**src/rtl/umc_pkg.sv**
```systemverilog
package umc_pkg;
  localparam int unsigned UMC_DEF_N = 7;

  function automatic int unsigned umc_cnt_w(input int unsigned n);
    return (n < 1) ? 1 : $clog2(n + 1);
  endfunction
endpackage

```
**src/rtl/umc_mux_row.sv**
```systemverilog
module umc_mux_row #(
  parameter int unsigned W = 8
) (
  input  logic         sel,
  input  logic [W-1:0] in_vec,
  output logic [W-1:0] out_vec
);
  // Each line is a two-way mux.
  // sel=1 takes the marker from the line below; sel=0 keeps the line's own value.
  for (genvar j = 0; j < W; j++) begin : g_line
    if (j == 0) begin : g_bottom
      assign out_vec[j] = sel ? 1'b0 : in_vec[j];
    end else begin : g_upper
      assign out_vec[j] = sel ? in_vec[j-1] : in_vec[j];
    end
  end
endmodule

```
**src/rtl/umc_cascade.sv**
```systemverilog
module umc_cascade #(
  parameter int unsigned N_IN = 7,
  localparam int unsigned OH_W = N_IN + 1
) (
  input  logic [N_IN-1:0] sel_i,
  output logic [OH_W-1:0] marker_o
);
  logic [OH_W-1:0] stage [0:N_IN];

  // The marker is seeded on line 0; every other line starts empty.
  assign stage[0] = OH_W'(1);

  for (genvar r = 0; r < N_IN; r++) begin : g_row
    umc_mux_row #(.W(OH_W)) row_i (
      .sel     (sel_i[r]),
      .in_vec  (stage[r]),
      .out_vec (stage[r+1])
    );
  end

  assign marker_o = stage[N_IN];
endmodule

```
**src/rtl/umc_encoder.sv**
```systemverilog
module umc_encoder #(
  parameter int unsigned OH_W = 8,
  localparam int unsigned BW = (OH_W < 2) ? 1 : $clog2(OH_W)
) (
  input  logic [OH_W-1:0] onehot_i,
  output logic [BW-1:0]   bin_o
);
  // OR matrix: bit b collects every line whose index has bit b set.
  for (genvar b = 0; b < BW; b++) begin : g_bit
    logic [OH_W-1:0] mask;
    for (genvar j = 0; j < OH_W; j++) begin : g_tap
      assign mask[j] = ((j >> b) & 1) != 0;
    end
    assign bin_o[b] = |(onehot_i & mask);
  end
endmodule

```
**src/rtl/umc_legal_check.sv**
```systemverilog
module umc_legal_check #(
  parameter int unsigned W = 8
) (
  input  logic [W-1:0] vec_i,
  output logic         single_o
);
  logic          any_set;
  logic [W-1:0]  low_cleared;

  assign any_set     = |vec_i;
  assign low_cleared = vec_i & (vec_i - W'(1));
  assign single_o    = any_set && (low_cleared == '0);
endmodule

```
**src/rtl/unary_marker_counter.sv**
```systemverilog
module unary_marker_counter
  import umc_pkg::*;
#(
  parameter int unsigned N_IN = UMC_DEF_N,
  localparam int unsigned OH_W = N_IN + 1,
  localparam int unsigned CW   = umc_cnt_w(N_IN)
) (
  input  logic            clk,
  input  logic            rst_n,
  input  logic            smp_en,
  input  logic [N_IN-1:0] unary_i,
  output logic [OH_W-1:0] onehot_o,
  output logic [CW-1:0]   count_o,
  output logic            err_o
);
  // Reset: asserts asynchronously, releases after two clock edges.
  logic rst_meta_n;
  logic rst_n_sync;

  always_ff @(posedge clk or negedge rst_n) begin
    if (!rst_n) begin
      rst_meta_n <= 1'b0;
      rst_n_sync <= 1'b0;
    end else begin
      rst_meta_n <= 1'b1;
      rst_n_sync <= rst_meta_n;
    end
  end

  // Combinational datapath.
  logic [OH_W-1:0] marker_c;
  logic [CW-1:0]   bin_c;
  logic            single_c;

  umc_cascade #(.N_IN(N_IN)) cascade_i (
    .sel_i    (unary_i),
    .marker_o (marker_c)
  );

  umc_encoder #(.OH_W(OH_W)) encoder_i (
    .onehot_i (marker_c),
    .bin_o    (bin_c)
  );

  umc_legal_check #(.W(OH_W)) legal_i (
    .vec_i    (marker_c),
    .single_o (single_c)
  );

  // Next state: load on enable, otherwise clear, like the per-cycle precharge.
  logic [OH_W-1:0] onehot_d;
  logic [CW-1:0]   count_d;
  logic            err_d;

  always_comb begin
    if (smp_en) begin
      onehot_d = marker_c;
      count_d  = bin_c;
      err_d    = !single_c;
    end else begin
      onehot_d = '0;
      count_d  = '0;
      err_d    = 1'b0;
    end
  end

  // Output registers.
  always_ff @(posedge clk or negedge rst_n_sync) begin
    if (!rst_n_sync) begin
      onehot_o <= '0;
      count_o  <= '0;
      err_o    <= 1'b0;
    end else begin
      onehot_o <= onehot_d;
      count_o  <= count_d;
      err_o    <= err_d;
    end
  end
endmodule

```
**config.mk**
```make
export PLATFORM = sky130hd
export DESIGN_NAME = unary_marker_counter
export DESIGN_NICKNAME = d
export VERILOG_FILES = /design/src/rtl/umc_pkg.sv /design/src/rtl/umc_mux_row.sv /design/src/rtl/umc_cascade.sv /design/src/rtl/umc_encoder.sv /design/src/rtl/umc_legal_check.sv /design/src/rtl/unary_marker_counter.sv
export SDC_FILE = /design/constraint.sdc
export NUM_CORES = 1
export LEC_CHECK = 0
export ABC_CLOCK_PERIOD_IN_PS = 800
export BUFFER_PORTS_ARGS = -buffer_cell sky130_fd_sc_hd__buf_4
export CORE_UTILIZATION = 50
export CTS_CLUSTER_SIZE = 10
export DETAILED_ROUTE_END_ITERATION = 16
export PLACE_DENSITY = 0.74
export REMOVE_ABC_BUFFERS = 1
export SYNTH_ARGS = -nofsm -noshare
export SYNTH_HDL_FRONTEND = slang
export SYNTH_SLANG_ARGS = --single-unit
```
**constraint.sdc**
```tcl
create_clock -name clk -period 0.8 [get_ports clk]
set_input_delay 0.04 -clock clk [delete_from_list [all_inputs] [get_ports clk]]
set_output_delay 0.04 -clock clk [all_outputs]
set_load 0.005 [all_outputs]
```
==> results of run 1 <==
[Yosys cell counts (all sizes together), types with 3 or more instances]
library cell / instances / area share, %
buf: 7 / 3.7
nand2: 13 / 3.8
clkbuf: 5 / 1.4
and2: 6 / 2.9
nor2: 15 / 4.5
o21ai: 13 / 5.0
nor3: 6 / 2.3
nor2b: 3 / 1.4
inv: 5 / 1.4
o211ai: 4 / 2.3
dfrtp: 14 / 27
nand3: 3 / 1.2
a22oi: 4 / 2.7
o22ai: 3 / 1.9
a21oi: 10 / 3.9
ha: 4 / 3.9
nand2b: 3 / 1.4
mux2i: 3 / 2.3
mux2: 3 / 3.2
[cell type report]
cell class / instances / area share [%]
Clock buffer: 3 / 0.991
Tap cell: 30 / 1.65
Multi-Input combinational cell: 127 / 50.6
Inverter: 6 / 1.32
Timing Repair Buffer: 76 / 30.0
Sequential cell: 14 / 15.4
[critical path: stages]
cell and delay (ps):
buf_8 100, inv_6 50, ha_4 210, mux2_4 340
a22oi_2 300, nand3_2 160, a31o_4 270, nor3_4 200
a2bb2oi_2 160, a41oi_1 130
[layer usage]
metal	share of wire, %	GRT usage [%]
met4	7.6	22.8
met1	33	46.0
met5	0	0
met3	13	10.6
met2	47	71.3
[stage by stage]
| stage | util (%) | cell area (µm²) | TNS (ps) |
|---|---|---|---|
| global placement | 72.0 | 1770 | -10940 |
| floorplan | - | 1230 | -7550 |
| detailed placement | 72.0 | 1770 | -11960 |
| global route | 92.6 | 2270 | -8690 |
| CTS | 83.8 | 2060 | -6550 |
| finish | 92.6 | 2270 | -7840 |
[kinds of logic after synthesis]
kind of cell	Yosys count
buffers and inverters	18
AOI/OAI and AO/OA	58
and+or+nand+nor	57
other	1
muxes	6
DFF	14
adders and majority gates	5
[power breakdown]
group          internal (W)  switching [W]  total (W)
Sequential         0.000755      0.0000267   0.000782
Combinational      0.000689       0.000743    0.00143
Clock              0.000176       0.000279   0.000455
[what timing repair did]
item,4_1_cts,5_1_grt
hold buffers,2,0
setup buffers,6,5
endpoints found under the hold margin,3,0
setup endpoints to repair,23,24
pin swaps,14,20
resized for setup,52,45
[worst paths after layout]
check	startpoint	end	slack, ps	cells after the start
hold / removal	smp_en	onehot_o[5]	20	2
setup reg to reg	rst_meta_n	rst_n_sync	310	0
max in group asynchronous	rst_n_sync	onehot_o[5]	460	1
hold reg to reg	rst_n_sync	err_o	170	1
min in group asynchronous	rst_n	rst_n_sync	70	2
setup / recovery	unary_i[0]	err_o	-1000	10
[sequential cells by signal, indices dropped and copies added, names as in the netlist]
signal	count
rst_n_sync	1
err_o	1
rst_meta_n	1
count_o	3
onehot_o	8
==> impl_metrics.tcl, run 1 <==
set metrics [dict create \
    starting_density_of_the_core_pct 52.8 \
    drc 2 \
    finalCriticalPeriod_ps 1800 \
    synth_xor_xnor_area_share_pct 0 \
    tritoncts_num_sinks 14 \
    power.density_nw_per_um2 1170 \
    port-buffer-count 21 \
    timing.critical_path.fanout_max 7 \
    power_leakage_nw 0.979 \
    achievable-frequency_mhz 555 \
    setup.worst_path.end_class "flop" \
    clock-root-buffer "clkbuf_4" \
    run_status "complete, but fails checks" \
    tritoncts "built" \
    grt_pass1_vias 1724 \
    area_growth_pct 75.4 \
    cp-start-kind "primary input" \
    coreArea_um2 2450 \
    postLayoutSetupSlackWorst_ps -1000 \
    worst_skew_pair.late_latency_ps 300 \
    floorplan.rows 18 \
    final_cells 256 \
    yosys.area_share.adder_pct 4.63 \
    postSynth.topFlopCell "dfrtp_1" \
    maxSlewViolCount 0 \
    timing.critical_path.required_ps 970 \
    sequential_cell_area_um2 350 \
    route.vias.total 1868 \
    synth_top_family_by_area "compound AO/OA/AOI/OAI gates" \
    worst-slew-pin-transition_ps 569 \
    route.detailed.vias_per_inst 7.30 \
    grt_first_pass_wirelength_um 8240 \
    numCtsBuffers 3 \
    slew-limit-headroom_pct 61.8 \
    timing.final.hold_violations 0 \
    antenna_diode_count 0 \
    path_clk_slew_ps 100 \
    detailedPlace.worstSlack_ps -1410 \
    hold_path.class "primary input to flop" \
    detail_route.first_pass.iterations 11 \
    final_cell_mix "50 x buf_4, 21 x buf_6, 14 x dfrtp_1, 10 x nor2_1, 9 x nand2_1" \
    routed_wirelength_um 6710 \
    worstSetupPathType "primary input to flop" \
    ys_seq_area_share_pct 27.0 \
    netlist-cell-type-count 49 \
    grt_util_all_layers_pct 41.5 \
    num-fill-cells 89 \
    synth_compound_gate_area_share_pct 32.6 \
    synth.yosys.warnings 0 \
    post-layout-total-power_w 0.00267 \
    layout.nets 242 \
    place_congestion 0.989 \
    grt_antenna_before_repair 0 \
    fp.dieArea_um2 2800 \
    post_synth.cell_area_avg_um2 8.15 \
    synth.ff_latch_count 14 \
    finalSetupViolCount 22 \
    ratio_of_final_minimum_period_to_clock_period_pct 225 \
    cts_htree_levels 1 \
    violations "design-rule violations, negative setup slack" \
    drt-initial-drc-count 209 \
    clock_skew_ps 11.2 \
    synth_enable_flop_cells 0 \
    ant_nets 0 \
    synth-async-reset-ratio_pct 100 \
    syn-instance-count 159 \
    cp.arrival_ps 1970 \
    synth_area_um2 1300 \
    dieWidth_um 52.9 \
    multi_input_comb_area_um2 1150 \
    place_hpwl_um 3230 \
    post_route_cells_drive_above_1_share_pct 61.9 \
    dieHeight_um 52.9 \
    layout_commonest_cell "buf_4" \
    vdd.ir_drop.worst_mv 1.16 \
    grt_remaining_overflow 0 \
    yosys.area_share.simple_pct 23.1 \
    post-place-cells 242 \
    final.hold.worst_slack_ps 15.4 \
    largest_net_degree_at_the_start_of_global_routing 20 \
    maxCapViolCount 0 \
    route.detailed.wl_per_inst_um 26.2 \
    cts_max_path_buffers 2 \
    grt_setup_unrepaired "true" \
    floorplan.io_pins 22 \
    synthMuxAreaShare_pct 5.50 \
]
Note: power is estimated with default switching activity, not from simulation.
==> run 2: changes to the inputs <==
- HOLD_SLACK_MARGIN: unset -> 0.03
- MAX_ROUTING_LAYER: unset -> met4
- SKIP_LAST_GASP: unset -> 1
==> impl_metrics.tcl, run 2 (same netlist as run 1, synthesis figures left out) <==
set metrics [dict create \
    run_status "complete, but fails checks" \
    violations "design-rule violations, negative setup slack" \
    timing.critical_path.max_delay_family "simple AND/OR/NAND/NOR gates" \
    maximum_single_stage_delay_on_the_critical_path_ps 340 \
    holdPathStages 3 \
    grt_first_pass_wirelength_um 7330 \
    power.density_nw_per_um2 1190 \
    finalCriticalPeriod_ps 1860 \
    final_cells 256 \
    dieHeight_um 52.9 \
    cts_max_path_buffers 2 \
    route.vias.total 1718 \
    antenna_diode_count 0 \
    starting_density_of_the_core_pct 52.8 \
    rrSetupSlack_ps 310 \
    area_growth_pct 69.6 \
    postLayoutSetupSlackWorst_ps -1060 \
    coreArea_um2 2450 \
    worst-path-buf-inv 3 \
    regMostFlops "onehot_o" \
    cts_htree_levels 1 \
    timing.critical_path.fanout_max 7 \
    power_leakage_nw 0.963 \
    flip_flop_count_of_the_largest_register_all_copies_and_words_added 8 \
    vdd.ir_drop.worst_mv 1.33 \
    largest_net_degree_at_the_start_of_global_routing 18 \
    worstSetupPathDepth 10 \
    cp.arrival_ps 2020 \
    grt_util_all_layers_pct 37.8 \
    layout_commonest_cell "buf_4" \
    clock_skew_ps 5.80 \
    place_hpwl_um 3050 \
    tritoncts_num_sinks 14 \
    worst_skew_pair.late_latency_ps 290 \
    cp-start-kind "primary input" \
    hold_path.class "primary input to flop" \
    maxSlewViolCount 0 \
    floorplan.io_pins 22 \
    r2r.worst_path.cells 0 \
    critical_path.cell_chain "buf_8 > inv_8 > ha_4 > mux2_4 > buf_4 > nor4_1 > or3_4 > nor2_1 > o31ai_1 > a41oi_1" \
    layout.nets 241 \
    num-fill-cells 99 \
    finalSetupViolCount 22 \
    tritoncts "built" \
    timing.final.hold_violations 0 \
    placedInstanceArea_um2 1770 \
    clock-root-buffer "clkbuf_4" \
    drt-initial-drc-count 191 \
    worst-slew-pin-transition_ps 538 \
    path_clk_slew_ps 90 \
    reg2reg_to "rst_n_sync" \
    crit_path_top_delay_cell "mux2_4" \
    design_area_um2 2200 \
    fin_util_pct 89.6 \
    grt_setup_unrepaired "true" \
    ratio_of_final_minimum_period_to_clock_period_pct 233 \
    numCtsBuffers 3 \
    worst_hold_path.endpoint "onehot_o[7]" \
    post_route_cells_drive_above_1_share_pct 56.2 \
    detailedPlace.worstSlack_ps -1410 \
    post-place-cells 241 \
    setup.worst_path.start "unary_i[1]" \
    grt_remaining_overflow 0 \
    holdCritStartpoint "smp_en" \
    dieWidth_um 52.9 \
    slew-limit-headroom_pct 63.8 \
    route.detailed.vias_per_inst 6.71 \
    route.detailed.wl_per_inst_um 22.7 \
    port-buffer-count 21 \
    achievable-frequency_mhz 537 \
    ant_nets 0 \
    worstReg2RegStart "rst_meta_n" \
    fp.dieArea_um2 2800 \
    routed_wirelength_um 5810 \
    final_cell_mix "51 x buf_4, 17 x buf_6, 14 x dfrtp_1, 11 x nand2_1, 10 x nor2_1" \
    drc 2 \
    place_congestion 0.958 \
    timing.critical_path.required_ps 950 \
    grt_antenna_before_repair 0 \
    setup.worst_path.end_class "flop" \
    maxCapViolCount 0 \
    worstSetupPathType "primary input to flop" \
    floorplan.rows 18 \
    reg.largest.list "onehot_o: 8 flops, count_o: 3 flops" \
    grt_pass1_vias 1539 \
    detail_route.first_pass.iterations 11 \
    final.hold.worst_slack_ps 15.8 \
]
run 2: cell types whose count changed in the layout (fill, tap and decap cells not counted), sizes merged:
cell and delta:
buf -2, clkbuf +1, clkinv -1, dlygate4sd3 +1, inv +1
run 2: tightest hold or removal path, stage by stage:
cell and delay (ps):
buf_4 120, inv_2 80, nor4_2 50
run 2: cell type report:
type	count	area, µm²	share of cell area, %
flip-flops and latches	14	350	15.9
inverters	6	32.5	1.48
clock buffers	4	36.3	1.65
repair buffers	75	674	30.7
multi-input cells	127	1070	48.5
well taps	30	37.5	1.71
run 2: metal layers:
metal | up-vias | GRT usage [%] | share of wire, %
met4 | 0 | 17.1 | 6.3
met1 | 775 | 46.4 | 36
li1 | 727 | - | -
met2 | 165 | 60.5 | 47
met3 | 51 | 6.03 | 10
met5 | - | - | 0
run 2: through the flow:
step,TNS (ps),total power (W)
2_1_floorplan,-7550,0.00121
3_3_place_gp,-10870,0.00166
3_5_place_dp,-11710,0.00170
4_1_cts,-6600,0.00237
5_1_grt,-8460,0.00270
6_report,-7890,0.00262
run 2: worst max-delay path by stage:
stage / to / slack [ps]
floorplan: err_o / -1120
global placement: err_o / -1270
detailed placement: err_o / -1410
CTS: err_o / -900
global route: err_o / -1050
finish: err_o / -1060
run 2: power by group:
group | switching, W | internal (W)
clock | 0.000253 | 0.000278
sequential | 0.0000275 | 0.000756
combinational | 0.000660 | 0.000642
total | 0.000941 | 0.00168
run 2: what timing repair did:
item	in CTS	in global routing
endpoints found under the hold margin	5	2
hold buffers	2	2
pin swaps	13	13
setup buffers	6	3
endpoints found under the setup margin	23	24
resized for setup	44	31
